===== src/rtl/cfg_key_pkg.sv =====
package cfg_key_pkg;
  localparam logic [7:0] KEY_B0      = 8'h87;
  localparam logic [7:0] KEY_B1      = 8'h01;
  localparam logic [7:0] KEY_B2      = 8'h55;
  localparam logic [7:0] KEY_B3_PRI  = 8'h55;
  localparam logic [7:0] KEY_B3_ALT  = 8'hAA;
  localparam logic [7:0] EXIT_CODE   = 8'h02;
  localparam logic [7:0] IDX_CTRL    = 8'h02;
  localparam logic [7:0] IDX_LDN     = 8'h07;
  localparam logic [7:0] IDX_ID_HI   = 8'h20;
  localparam logic [7:0] IDX_ID_LO   = 8'h21;
  localparam logic [7:0] IDX_REV     = 8'h22;
  localparam logic [7:0] IDX_BASE_HI = 8'h60;
  localparam logic [7:0] IDX_BASE_LO = 8'h61;
  localparam logic [7:0] RD_LOCKED   = 8'hFF;

  typedef enum logic [1:0] {
    KS_IDLE,
    KS_GOT1,
    KS_GOT2,
    KS_GOT3
  } key_step_e;
endpackage


===== src/rtl/cfg_key_detect.sv =====
module cfg_key_detect
  import cfg_key_pkg::*;
(
  input  logic       clk_i,
  input  logic       rst_ni,
  input  logic       alt_i,
  input  logic       idx_wr_i,
  input  logic [7:0] wdata_i,
  input  logic       exit_i,
  output logic       mode_o
);
  key_step_e  step_q;
  logic       mode_q;
  logic [7:0] want;

  always_comb begin
    unique case (step_q)
      KS_IDLE: want = KEY_B0;
      KS_GOT1: want = KEY_B1;
      KS_GOT2: want = KEY_B2;
      default: want = alt_i ? KEY_B3_ALT : KEY_B3_PRI;
    endcase
  end

  always_ff @(posedge clk_i or negedge rst_ni) begin
    if (!rst_ni) begin
      step_q <= KS_IDLE;
      mode_q <= 1'b0;
    end else if (mode_q) begin
      step_q <= KS_IDLE;
      if (exit_i) mode_q <= 1'b0;
    end else if (idx_wr_i) begin
      if (wdata_i == want) begin
        if (step_q == KS_GOT3) begin
          mode_q <= 1'b1;
          step_q <= KS_IDLE;
        end else begin
          step_q <= key_step_e'(step_q + 2'd1);
        end
      end else begin
        // a mismatching first key byte restarts the match
        step_q <= (wdata_i == KEY_B0) ? KS_GOT1 : KS_IDLE;
      end
    end
  end

  assign mode_o = mode_q;


  enter_on_idx_wr_chk: assert property (@(posedge clk_i) disable iff (!rst_ni)
    $rose(mode_q) |-> $past(idx_wr_i));


  exit_on_code_chk: assert property (@(posedge clk_i) disable iff (!rst_ni)
    $fell(mode_q) |-> $past(exit_i));


  idle_in_mode_chk: assert property (@(posedge clk_i) disable iff (!rst_ni)
    $past(mode_q) && mode_q |-> step_q == KS_IDLE);
endmodule


===== src/rtl/cfg_regfile.sv =====
module cfg_regfile
  import cfg_key_pkg::*;
#(
  parameter int          NUM_DEV  = 4,
  parameter logic [15:0] CHIP_ID  = 16'hC0DE,
  parameter logic [3:0]  CHIP_REV = 4'h5
) (
  input  logic       clk_i,
  input  logic       rst_ni,
  input  logic       mode_i,
  input  logic       wr_i,
  input  logic       addr_i,
  input  logic [7:0] wdata_i,
  output logic [7:0] rdata_o,
  output logic       exit_o
);
  localparam int         DEV_W   = (NUM_DEV > 1) ? $clog2(NUM_DEV) : 1;
  localparam logic [7:0] DEV_LIM = 8'(NUM_DEV);

  logic [7:0]  index_q;
  logic [7:0]  ldn_q;
  logic [15:0] base_q [NUM_DEV];
  logic [15:0] base_sel;
  logic        idx_wr, dat_wr, dev_hit;

  assign idx_wr  = wr_i && !addr_i && mode_i;
  assign dat_wr  = wr_i && addr_i && mode_i;
  assign dev_hit = ldn_q < DEV_LIM;
  assign exit_o  = dat_wr && (index_q == IDX_CTRL) && (wdata_i == EXIT_CODE);

  always_ff @(posedge clk_i or negedge rst_ni) begin
    if (!rst_ni) begin
      index_q <= '0;
      ldn_q   <= '0;
    end else begin
      if (idx_wr) index_q <= wdata_i;
      if (dat_wr && index_q == IDX_LDN) ldn_q <= wdata_i;
    end
  end

  for (genvar g = 0; g < NUM_DEV; g++) begin : g_dev
    logic sel;
    assign sel = dat_wr && (ldn_q == 8'(g));
    always_ff @(posedge clk_i or negedge rst_ni) begin
      if (!rst_ni) begin
        base_q[g] <= '0;
      end else if (sel) begin
        if (index_q == IDX_BASE_HI) base_q[g][15:8] <= wdata_i;
        if (index_q == IDX_BASE_LO) base_q[g][7:0]  <= wdata_i;
      end
    end
  end

  assign base_sel = dev_hit ? base_q[ldn_q[DEV_W-1:0]] : 16'hFFFF;

  always_comb begin
    if (!mode_i)      rdata_o = RD_LOCKED;
    else if (!addr_i) rdata_o = index_q;
    else begin
      unique case (index_q)
        IDX_CTRL:    rdata_o = 8'h00;
        IDX_LDN:     rdata_o = ldn_q;
        IDX_ID_HI:   rdata_o = CHIP_ID[15:8];
        IDX_ID_LO:   rdata_o = CHIP_ID[7:0];
        IDX_REV:     rdata_o = {4'h0, CHIP_REV};
        IDX_BASE_HI: rdata_o = base_sel[15:8];
        IDX_BASE_LO: rdata_o = base_sel[7:0];
        default:     rdata_o = RD_LOCKED;
      endcase
    end
  end


  locked_ldn_chk: assert property (@(posedge clk_i) disable iff (!rst_ni)
    !mode_i |=> $stable(ldn_q));


  locked_index_chk: assert property (@(posedge clk_i) disable iff (!rst_ni)
    !mode_i |=> $stable(index_q));


  dev_range_chk: assert property (@(posedge clk_i) disable iff (!rst_ni)
    mode_i && addr_i && index_q == IDX_BASE_LO && !dev_hit |-> rdata_o == 8'hFF);
endmodule


===== src/rtl/cfg_key_unlock.sv =====
module cfg_key_unlock #(
  parameter int          NUM_DEV  = 4,
  parameter logic [15:0] CHIP_ID  = 16'hC0DE,
  parameter logic [3:0]  CHIP_REV = 4'h5
) (
  input  logic       clk_i,
  input  logic       rst_ni,
  input  logic       strap_alt_i,
  input  logic       wr_i,
  input  logic       addr_i,
  input  logic [7:0] wdata_i,
  output logic [7:0] rdata_o,
  output logic       cfg_mode_o
);
  logic mode;
  logic exit_req;

  cfg_key_detect u_key (
    .clk_i    (clk_i),
    .rst_ni   (rst_ni),
    .alt_i    (strap_alt_i),
    .idx_wr_i (wr_i && !addr_i),
    .wdata_i  (wdata_i),
    .exit_i   (exit_req),
    .mode_o   (mode)
  );

  cfg_regfile #(
    .NUM_DEV  (NUM_DEV),
    .CHIP_ID  (CHIP_ID),
    .CHIP_REV (CHIP_REV)
  ) u_regs (
    .clk_i   (clk_i),
    .rst_ni  (rst_ni),
    .mode_i  (mode),
    .wr_i    (wr_i),
    .addr_i  (addr_i),
    .wdata_i (wdata_i),
    .rdata_o (rdata_o),
    .exit_o  (exit_req)
  );

  assign cfg_mode_o = mode;


  locked_read_chk: assert property (@(posedge clk_i) disable iff (!rst_ni)
    !cfg_mode_o |-> rdata_o == 8'hFF);
endmodule


===== config.mk =====
export PLATFORM = sky130hd
export DESIGN_NAME = cfg_key_unlock
export DESIGN_NICKNAME = d
export VERILOG_FILES = /design/src/rtl/cfg_key_pkg.sv /design/src/rtl/cfg_key_detect.sv /design/src/rtl/cfg_regfile.sv /design/src/rtl/cfg_key_unlock.sv
export SDC_FILE = /design/constraint.sdc
export NUM_CORES = 1
export LEC_CHECK = 0
export BUFFER_PORTS_ARGS = -buffer_cell sky130_fd_sc_hd__buf_2
export CORE_ASPECT_RATIO = 1.75
export CORE_UTILIZATION = 60
export DETAILED_ROUTE_END_ITERATION = 8
export PLACE_DENSITY_LB_ADDON = 0.1
export SLEW_MARGIN = 15
export SYNTH_ARGS = -nofsm -noshare
export SYNTH_HDL_FRONTEND = slang
export SYNTH_SLANG_ARGS = --single-unit

===== constraint.sdc =====
create_clock -name clk_i -period 2.7 [get_ports clk_i]
set_clock_uncertainty 0.1 [all_clocks]
set_input_delay 0.135 -clock clk_i [delete_from_list [all_inputs] [get_ports clk_i]]
set_output_delay 0.135 -clock clk_i [all_outputs]
set_load 0.01 [all_outputs]

=== Yosys cells after proc, flatten, opt, wreduce, memory -nomap -nowiden ===
Cells that the tools add are included.
W data, S select, Z words.

* Add/sub/neg operators: 1
* $lt $le $gt $ge: 2
* Equality and inequality tests: 16
* Multiplexer cells: 19
* Bitwise gates (word level): 1
* Reductions and logical operators: 23

{| class="wikitable"
|+ Operators by type and width
! kind !! count
|-
| $pmux W8 S7 || 1
|-
| $mux W16 || 3
|-
| $bmux W16 S2 || 1
|-
| $eq A8 B2 Y1 const B || 4
|-
| $eq A8 B6 Y1 const B || 3
|-
| $mux W8 || 3
|-
| $pmux W8 S3 || 1
|-
| $eq A8 B7 Y1 const B || 2
|-
| $reduce_and A2 Y1 || 8
|-
| $logic_and A1 B1 Y1 || 11
|-
| $eq A8 B1 Y1 const B || 1
|-
| $eq A8 B3 Y1 const B || 1
|-
| $eq A8 B8 Y1 || 1
|-
| $eq A8 B8 Y1 const B || 1
|-
| $logic_not A8 Y1 || 1
|-
| $lt A8 B3 Y1 const B || 1
|-
| $mux W2 || 4
|-
| $mux W1 || 6
|-
| $eq A2 B2 Y1 const B || 2
|-
| $ge A3 B3 Y1 const B || 1
|-
| $not A2 Y3 || 1
|-
| $add A2 B1 Y2 const B || 1
|-
| $eq A2 B1 Y1 const B || 1
|-
| $logic_not A2 Y1 || 1
|-
| other kinds (2) || 2
|}

* Register bits after elaboration: 83
* Bits of input ports: 13
* Output and inout port bits: 9
* Logic and storage cells: 74

=== Depth between registers and ports, before layout ===
Gate-level depths: netlist (run 1).

* Depth in word-level cells: 8
* Depth in mapped cells: 8
* Depth with buffers taken out: 7

=== By module ===
From an unflattened synthesis (run 1), not the netlist that was laid out.

* Cells, all modules: 330
* Area total of the unflattened synthesis: 4,506.8 µm²

{| class="wikitable"
|+ Modules (own cells, without submodules)
! module !! instances !! cells an instance !! area each (µm²) !! sequential area each (µm²)
|-
| cfg_regfile || 1 || 288 || 4,121.5 || 2,001.9
|-
| cfg_key_detect || 1 || 41 || 371.6 || 75.1
|-
| cfg_key_unlock || 1 || 1 || 13.8 || 0.0
|}

=== Least setup slack after synthesis (run 1) ===
Ideal clock, no wire load.

* Path kind: reg-to-reg
* Start: register u_key.step_q[1]
* End: register u_key.step_q[0]
* Library setup time: 0.104 ns
* Data arrival time: 1.988 ns
* Data required time: 2.496 ns
* Slack: 0.508 ns
* Stages on the path, launching flop included: 8
* Buffers on the path: 1
* Clock period less this slack: 2.192 ns
* Cell sequence: dfrtp_1 ha_1 buf_6 or4b_1 o211ai_2 a2111oi_4 or4_1 o311ai_1

* Cells in the longest elaborated chain, start to end: 6
* Elaborated cells between the ends (all ways): 10
* Those cells by class: eq/ne: 4; mux: 5; reduce/logical: 1

{| class="wikitable"
|+ RTL lines
! element !! RTL line !! RTL
|-
| from (decl) || cfg_key_detect.sv:12 || <nowiki>key_step_e step_q;</nowiki>
|-
| from (signal assigned) || cfg_key_detect.sv:38 || <nowiki>step_q <= key_step_e'(step_q + 2'd1);</nowiki>
|-
| from (signal assigned) || cfg_key_detect.sv:42 || <nowiki>step_q <= (wdata_i == KEY_B0) ? KS_GOT1 : KS_IDLE;</nowiki>
|-
| $eq A2 B2 Y1 (tied with other cells) || cfg_key_detect.sv:17 || <nowiki>unique case (step_q)</nowiki>
|-
| $pmux W8 S3 || cfg_key_detect.sv:17 ||
|-
| $eq A8 B8 Y1 || cfg_key_detect.sv:33 || <nowiki>if (wdata_i == want) begin</nowiki>
|-
| $mux W2 (*) || cfg_key_detect.sv:33 ||
|-
| $mux W2 (*) || cfg_key_detect.sv:32 || <nowiki>end else if (idx_wr_i) begin</nowiki>
|-
| $mux W2 (*) || cfg_key_detect.sv:29 || <nowiki>end else if (mode_q) begin</nowiki>
|}

Every way passes the cells marked *; elsewhere a longest branch is shown, timed or not. The select of a mux whose other input is x is not followed.
A chain may end at the register's enable or synchronous reset.

=== Worst setup path after layout (run 1) ===
* Start: register u_regs.ldn_q[0]
* End: output port rdata_o[5]

* Cells in the longest elaborated chain, start to end: 8
* Elaborated cells between the ends (all ways): 9
* Those cells by class: order compare: 1; mux: 7; bitwise: 1

{| class="wikitable"
|+ RTL lines
! element !! RTL line !! RTL
|-
| from (decl) || cfg_regfile.sv:21 || <nowiki>logic [7:0] ldn_q;</nowiki>
|-
| from (signal assigned) || cfg_regfile.sv:37 || <nowiki>if (dat_wr && index_q == IDX_LDN) ldn_q <= wdata_i;</nowiki>
|-
| parallel branches: the longest is 4 deep, another holds $lt A8 B3 Y1 || n/a ||
|-
| $mux W16 (*) || cfg_regfile.sv:54 || <nowiki>assign base_sel = dev_hit ? base_q[ldn_q[DEV_W-1:0]] : 16'hFFFF;</nowiki>
|-
| $pmux W8 S7 (*) || cfg_regfile.sv:60 || <nowiki>unique case (index_q)</nowiki>
|-
| $mux W8 (*) || cfg_regfile.sv:58 || <nowiki>else if (!addr_i) rdata_o = index_q;</nowiki>
|-
| $mux W8 (*) || cfg_regfile.sv:57 || <nowiki>if (!mode_i) rdata_o = RD_LOCKED;</nowiki>
|-
| to (decl) || cfg_key_unlock.sv:12 || <nowiki>output logic [7:0] rdata_o,</nowiki>
|}

Every way passes the cells marked *. The select of a mux whose other input is x is not followed.

==> results of run 1 <==
## metal layers
layer	global-route usage	vias to the layer above	part of all wire	wire length, µm
met5	0	-	0	0
met4	0.128	0	0.020	199
met3	0.0508	18	0.024	242
met2	0.524	52	0.55	5450
met1	0.337	1472	0.40	4000
li1	-	1298	-	-
## how the worst min path moves through the flow
| stage | start | to | slack [ps] | cells past startpoint |
|---|---|---|---|---|
| after floorplan | rst_ni | u_key.mode_o | -260 | 0 |
| after global placement | rst_ni | u_regs.index_q[4] | 270 | 1 |
| after detailed placement | rst_ni | u_regs.index_q[6] | 280 | 1 |
| after CTS | wr_i | u_key.step_q[1] | 110 | 4 |
| after global routing | wr_i | u_key.step_q[1] | 130 | 4 |
| final | wr_i | u_key.step_q[1] | 110 | 4 |
## power by group through the flow
stage               Sequential [W]  Clock (W)  Combinational (W)
finish                     0.00124    0.00114          0.0000770
global route               0.00124    0.00122          0.0000843
CTS                        0.00124    0.00117          0.0000771
detailed placement         0.00127          0          0.0000760
global placement           0.00127          0          0.0000743
floorplan                  0.00127          0          0.0000237
## synthesized netlist by cell type (all sizes together) (5+ instances only)
library cell / count
a21oi: 10
and2: 5
buf: 9
clkbuf: 11
dfrtp: 83
mux2: 82
mux2i: 7
mux4: 13
nand2: 17
nand3: 10
nor2: 18
nor3: 7
o21ai: 8
## metrics by stage
stage | hold slack, ps | std cells | setup WS, ps | area, µm²
floorplan | -261 | 336 | 508 | 4340
global placement | 265 | 429 | 444 | 4530
detailed placement | 279 | 429 | 410 | 4530
CTS | 111 | 445 | 118 | 4820
global route | 130 | 445 | 38.1 | 4820
finish | 113 | 445 | 212 | 4820
## kinds of logic after synthesis
family,after synthesis,share of synthesized area
multiplexers,102,0.296
AND/OR/NAND/NOR,86,0.127
flip-flops,83,0.479
AO/OA/AOI/OAI,40,0.0654
buffers and inverters,22,0.0239
adder cells (fa/ha/maj),3,0.00865
## final cells by class
| cell class | instances | area (µm²) | area share |
|---|---|---|---|
| Clock buffer | 13 | 270 | 0.0561 |
| Clock inverter | 2 | 10.0 | 0.00208 |
| Inverter | 2 | 7.51 | 0.00156 |
| Multi-Input combinational cell | 231 | 2160 | 0.448 |
| Sequential cell | 83 | 2080 | 0.431 |
| Tap cell | 84 | 105 | 0.0218 |
| Timing Repair Buffer | 30 | 190 | 0.0394 |
## worst reg2reg max path, delay by kind of cell (launching register included)
kind                     cells  cell delay [ps]
multiplexers                 2              620
AND/OR/NAND/NOR              1              540
flip-flops                   1              390
adder cells (fa/ha/maj)      1              360
AO/OA/AOI/OAI                2              210
## cell usage in the layout (no fill, tap or decap), types with 2 or more instances in the layout
master	count
and3b_1	3
and3_1	4
a31oi_1	4
nor3b_4	2
o21ai_0	8
and2_1	5
o211ai_1	2
ha_1	3
mux2_2	82
mux2i_1	7
clkinv_2	2
nand3b_1	2
o21a_1	4
buf_2	20
and4b_1	2
mux4_2	13
a21oi_1	10
buf_4	8
nand2b_1	2
nor2_1	16
clkbuf_8	3
a41oi_1	2
dfrtp_1	82
clkbuf_16	9
nor3_1	4
a211oi_1	2
nor2b_1	3
nand3_1	9
nor2_2	2
nand2_1	17
nor3_4	2
inv_1	2
nor4_1	2
## flip-flops by register name (all words and copies together), names as in the netlist
name and flops:
u_key.step_q 2, u_regs.index_q 8, u_regs.base_q 64, u_regs.ldn_q 8
u_key.mode_o 1
## what timing repair did
action,in CTS,in global routing
hold buffers,1,0
endpoints found under the setup margin,0,1
resized for setup,0,1
endpoints found under the hold margin,83,0
==> results.toml, run 1 <==
[status]
outcome = "completed"

[setup_path]
crit_slowest_cell = "mux4_2"
critPathTopFamily = "multiplexers"
crit_path_end = "rdata_o[5]"
reg2reg_from = "u_key.step_q[1]"
criticalPathCategory = "reg2out"
crit_path_start = "u_regs.ldn_q[0]"
path_depth = 6
r2r_slack_ps = 380
critPathMaxFanout = 4
crit_buf_inv = 1
cp.arrival_ps = 2250
cp_slowest_stage_delay_ps = 520
r2r-end = "u_key.step_q[0]"
crit_chain = "mux4_2 -> mux2i_1 -> a21oi_1 -> a2111oi_0 -> nor2_1 -> buf_2"
reg2reg_depth = 6
cp-end-kind = "output port"
crit_required_ps = 2470
critPathLaunchType = "flip-flop"

[logic_synthesis]
ys.flop_type = "dfrtp_1"
yosys.area.top_type_share = 0.479
synth-edff-count = 0
avgSynthCellArea_um2 = 12.9
synth.distinct_cells = 52
yosysWarningCount = 0
yosysSeqAreaShare = 0.479
async_reset_ff_frac = 1.00
syn-num-nets = 352
synth.area.top_cells = "dfrtp_1 (48%), mux2_2 (21%), mux4_2 (6.7%)"
synthCells = 336
ys_seq_elements = 83
syn_area_um2 = 4340
yosys.area.top_type = "dfrtp_1"

[pwr]
fin_total_pwr_w = 0.00246
p_switching_w = 0.000515
p_int_w = 0.00195
ir_drop_mv = 0.520
power_density_nw_per_um2 = 511
p_comb_frac = 0.031
seq_power_share = 0.505
p_sw_frac = 0.209
power.leakage_nw = 2.19
p_clk_frac = 0.464

[timing]
drv_slew = 0
finalCritPeriodShare = 0.921
slew_headroom = 0.305
hold_violations = 0
worst_pin_slew_ps = 1040
setup_viol = 0
rsz0062_at_grt = "false"
setup_tns_ps = 0
min_period_ps = 2490
max_freq_mhz = 402

[final_layout]
drive_gt1_frac = 0.421
n_antenna_cell = 0
num-fill-cells = 498
synthToLayoutAreaGrowth_pct = 11.1
layout.nets = 373
fin_util = 0.698

[routing]
wl_per_cell_um = 22.2
dr.pass1.iters = 4
ant_nets = 0
drtIter0Drc = 96
vias = 2840
drc = 0
drt_wl_total_mm = 9.89
via_per_inst = 6.38

[flow_run]
maxCapViolCount = 0

[die]
die_h_um = 115
die-area_um2 = 7590
die_width_um = 66.3
rows = 40
initial_utilization = 0.628
io_pins = 22
core-area_um2 = 6910

[global_route]
grt.overflow.total = 0
grt_pass1_wl_mm = 15.7
grt_max_degree = 84
grt_use_total = 0.294
grt_pass1_vias = 2961
antenna_found_initial = 0

[place]
portBuffers = 21
place_congestion = 0.827
hpwl_mm = 6.79

[cts]
clk_latency_ps = 330
clkSlewWorstSetupHoldPaths_ps = 60
cts_max_path_buffers = 2
cts_tree = "built"
post_cts_buffers = 0
cts_max_level = 3
numClockSinks = 83
root_buffer = "clkbuf_16"
cts_made_buffers = 9

[min_path]
hold_class = "in2reg"
Note: power is estimated with default switching activity, not from simulation.
==> run 2, diff against run 1 <==
- clock period: 2.7 -> 2.8 ns (I/O delays scaled with it)
==> run 2 against run 1 <==
Critical path depth did not move. First-iteration DRC count grew 28%. Sequential share of layout area fell by 0.42 points. Die area did not move. Highest routed layer unchanged. Sequential cell count did not move. Routed wire length shrank 0.50%. Sequential power fell by 3%.
==> results.toml, run 2 (synthesis gave the netlist of run 1 again) <==
[pwr]
seq_power_share = 0.457
p_clk_frac = 0.515
p_int_w = 0.00211
p_comb_frac = 0.028
power_density_nw_per_um2 = 539
p_sw_frac = 0.197
ir_drop_mv = 0.517
power.leakage_nw = 2.22
p_switching_w = 0.000518

[final_layout]
fin_area_um2 = 4870
drive_gt1_frac = 0.418
largest_reg_flops = 64
n_antenna_cell = 0
layout.nets = 372
finalNonFillerCells = 445
final_cell_mix = "dfrtp_1 (83), mux2_2 (82), buf_2 (20), nand2_1 (17), nor2_1 (16)"
final_common_cell = "dfrtp_1"
largestRegisters = "u_regs.base_q (64), u_regs.index_q (8), u_regs.ldn_q (8)"
synthToLayoutAreaGrowth_pct = 12.1
num-fill-cells = 506
largest_register = "u_regs.base_q"

[setup_path]
crit_chain = "buf_6 -> mux4_2 -> nor2b_1 -> a211oi_1 -> o21ai_0 -> buf_2"
crit_required_ps = 2560
reg2reg_from = "u_regs.index_q[7]"
criticalPathCategory = "reg2out"
critPathMaxFanout = 25
cp.arrival_ps = 2310
critPathLaunchType = "flip-flop"
r2r-end = "u_regs.ldn_q[1]"
reg2reg_depth = 4
cp_slowest_stage_delay_ps = 530
crit_slowest_cell = "mux4_2"
r2r_slack_ps = 410
cp-end-kind = "output port"

[place]
dpl_cell_area_um2 = 4510
dp_cells = 428
portBuffers = 21
place_congestion = 0.818
hpwl_mm = 6.80

[routing]
dr.pass1.iters = 4
via_per_inst = 6.48
ant_nets = 0
wl_per_cell_um = 22.1
drc = 0
vias = 2885
drtIter0Drc = 123
drt_wl_total_mm = 9.84

[timing]
slew_headroom = 0.308
max_freq_mhz = 392
drv_slew = 0
setup_tns_ps = 0
worst_pin_slew_ps = 1040
finalCritPeriodShare = 0.912
rsz0062_at_grt = "false"
min_period_ps = 2550
setup_viol = 0
hold_violations = 0

[global_route]
grt_pass1_wl_mm = 15.4
grt_pass1_vias = 2927
grt_use_total = 0.285
grt_max_degree = 84
grt.overflow.total = 0
antenna_found_initial = 0

[cts]
cts_tree = "built"
cts_max_level = 3
clkSlewWorstSetupHoldPaths_ps = 60
cts_made_buffers = 9
cts_max_path_buffers = 2
numClockSinks = 83
clk_latency_ps = 340
root_buffer = "clkbuf_16"
post_cts_buffers = 0

[die]
rows = 40
initial_utilization = 0.628
io_pins = 22
die-area_um2 = 7590
core-area_um2 = 6910
die_width_um = 66.3
die_h_um = 115

[status]
outcome = "completed"

[min_path]
hold_class = "in2reg"
hold-path-cell-count = 4
min_to = "u_key.step_q[1]"
hp-start = "wr_i"

[flow_run]
maxCapViolCount = 0
==> run 2: changes by cell type in the layout (fill, tap and decap cells not counted) <==
cell,previous run,this run
buf_12,1,0
buf_4,8,7
buf_6,0,1
bufinv_16,0,3
clkbuf_8,3,1
dfrtp_1,82,83
dfrtp_2,1,0
==> run 2: power by group through the flow <==
stage          clock network (W)  registers [W]   logic, W
4_1_cts                  0.00136        0.00120  0.0000743
6_report                 0.00135        0.00120  0.0000736
3_5_place_dp                   0        0.00122  0.0000728
3_3_place_gp                   0        0.00122  0.0000718
2_1_floorplan                  0        0.00122  0.0000228
5_1_grt                  0.00141        0.00120  0.0000804
==> run 2: worst max-delay path: cells and delay by family, from the launching register on <==
family	cells	cell delay (ps)
simple gates	1	140
compound gates	2	360
buf+inv	2	470
mux	1	530
flops	1	460
==> run 2: worst max path at each step <==
| stage | end | startpoint | cells past startpoint |
|---|---|---|---|
| 2_1_floorplan | u_key.step_q[0] | u_key.step_q[1] | 7 |
| 3_3_place_gp | u_key.step_q[0] | u_key.step_q[1] | 6 |
| 3_5_place_dp | u_key.step_q[0] | u_key.step_q[1] | 6 |
| 4_1_cts | rdata_o[6] | u_regs.ldn_q[0] | 6 |
| 5_1_grt | rdata_o[4] | u_regs.index_q[7] | 6 |
| 6_report | rdata_o[6] | u_regs.ldn_q[0] | 6 |
==> run 2: final cells by class <==
type	count	area, µm²	share of cell area
Clock buffer	11	243	0.0499
Clock inverter	5	100	0.0206
Inverter	2	7.51	0.00154
Multi-Input combinational cell	231	2160	0.444
Sequential cell	83	2080	0.427
Tap cell	84	105	0.0216
Timing Repair Buffer	29	174	0.0357
==> run 2: timing repair <==
action,4_1_cts,5_1_grt
endpoints found under the setup margin,0,1
endpoints found under the hold margin,83,0
resized for setup,0,1
hold buffers,1,0
==> run 2: metrics by stage <==
stage / worst slack (ps) / hold WS, ps / power [W] / utilization
global route: 64.7 / 139 / 0.00269 / 0.705
detailed placement: 467 / 280 / 0.00129 / 0.653
CTS: 121 / 112 / 0.00264 / 0.704
finish: 246 / 114 / 0.00262 / 0.705
global placement: 487 / 274 / 0.00129 / 0.653
floorplan: 608 / -256 / 0.00124 / -
==> run 2: routing by layer <==
layer	up-vias	wire, µm	share of wire	GRT usage
li1	1305	-	-	-
met2	64	5320	0.54	0.491
met4	0	320	0.033	0.135
met1	1491	3910	0.40	0.334
met3	25	295	0.030	0.0558
met5	-	0	0	0
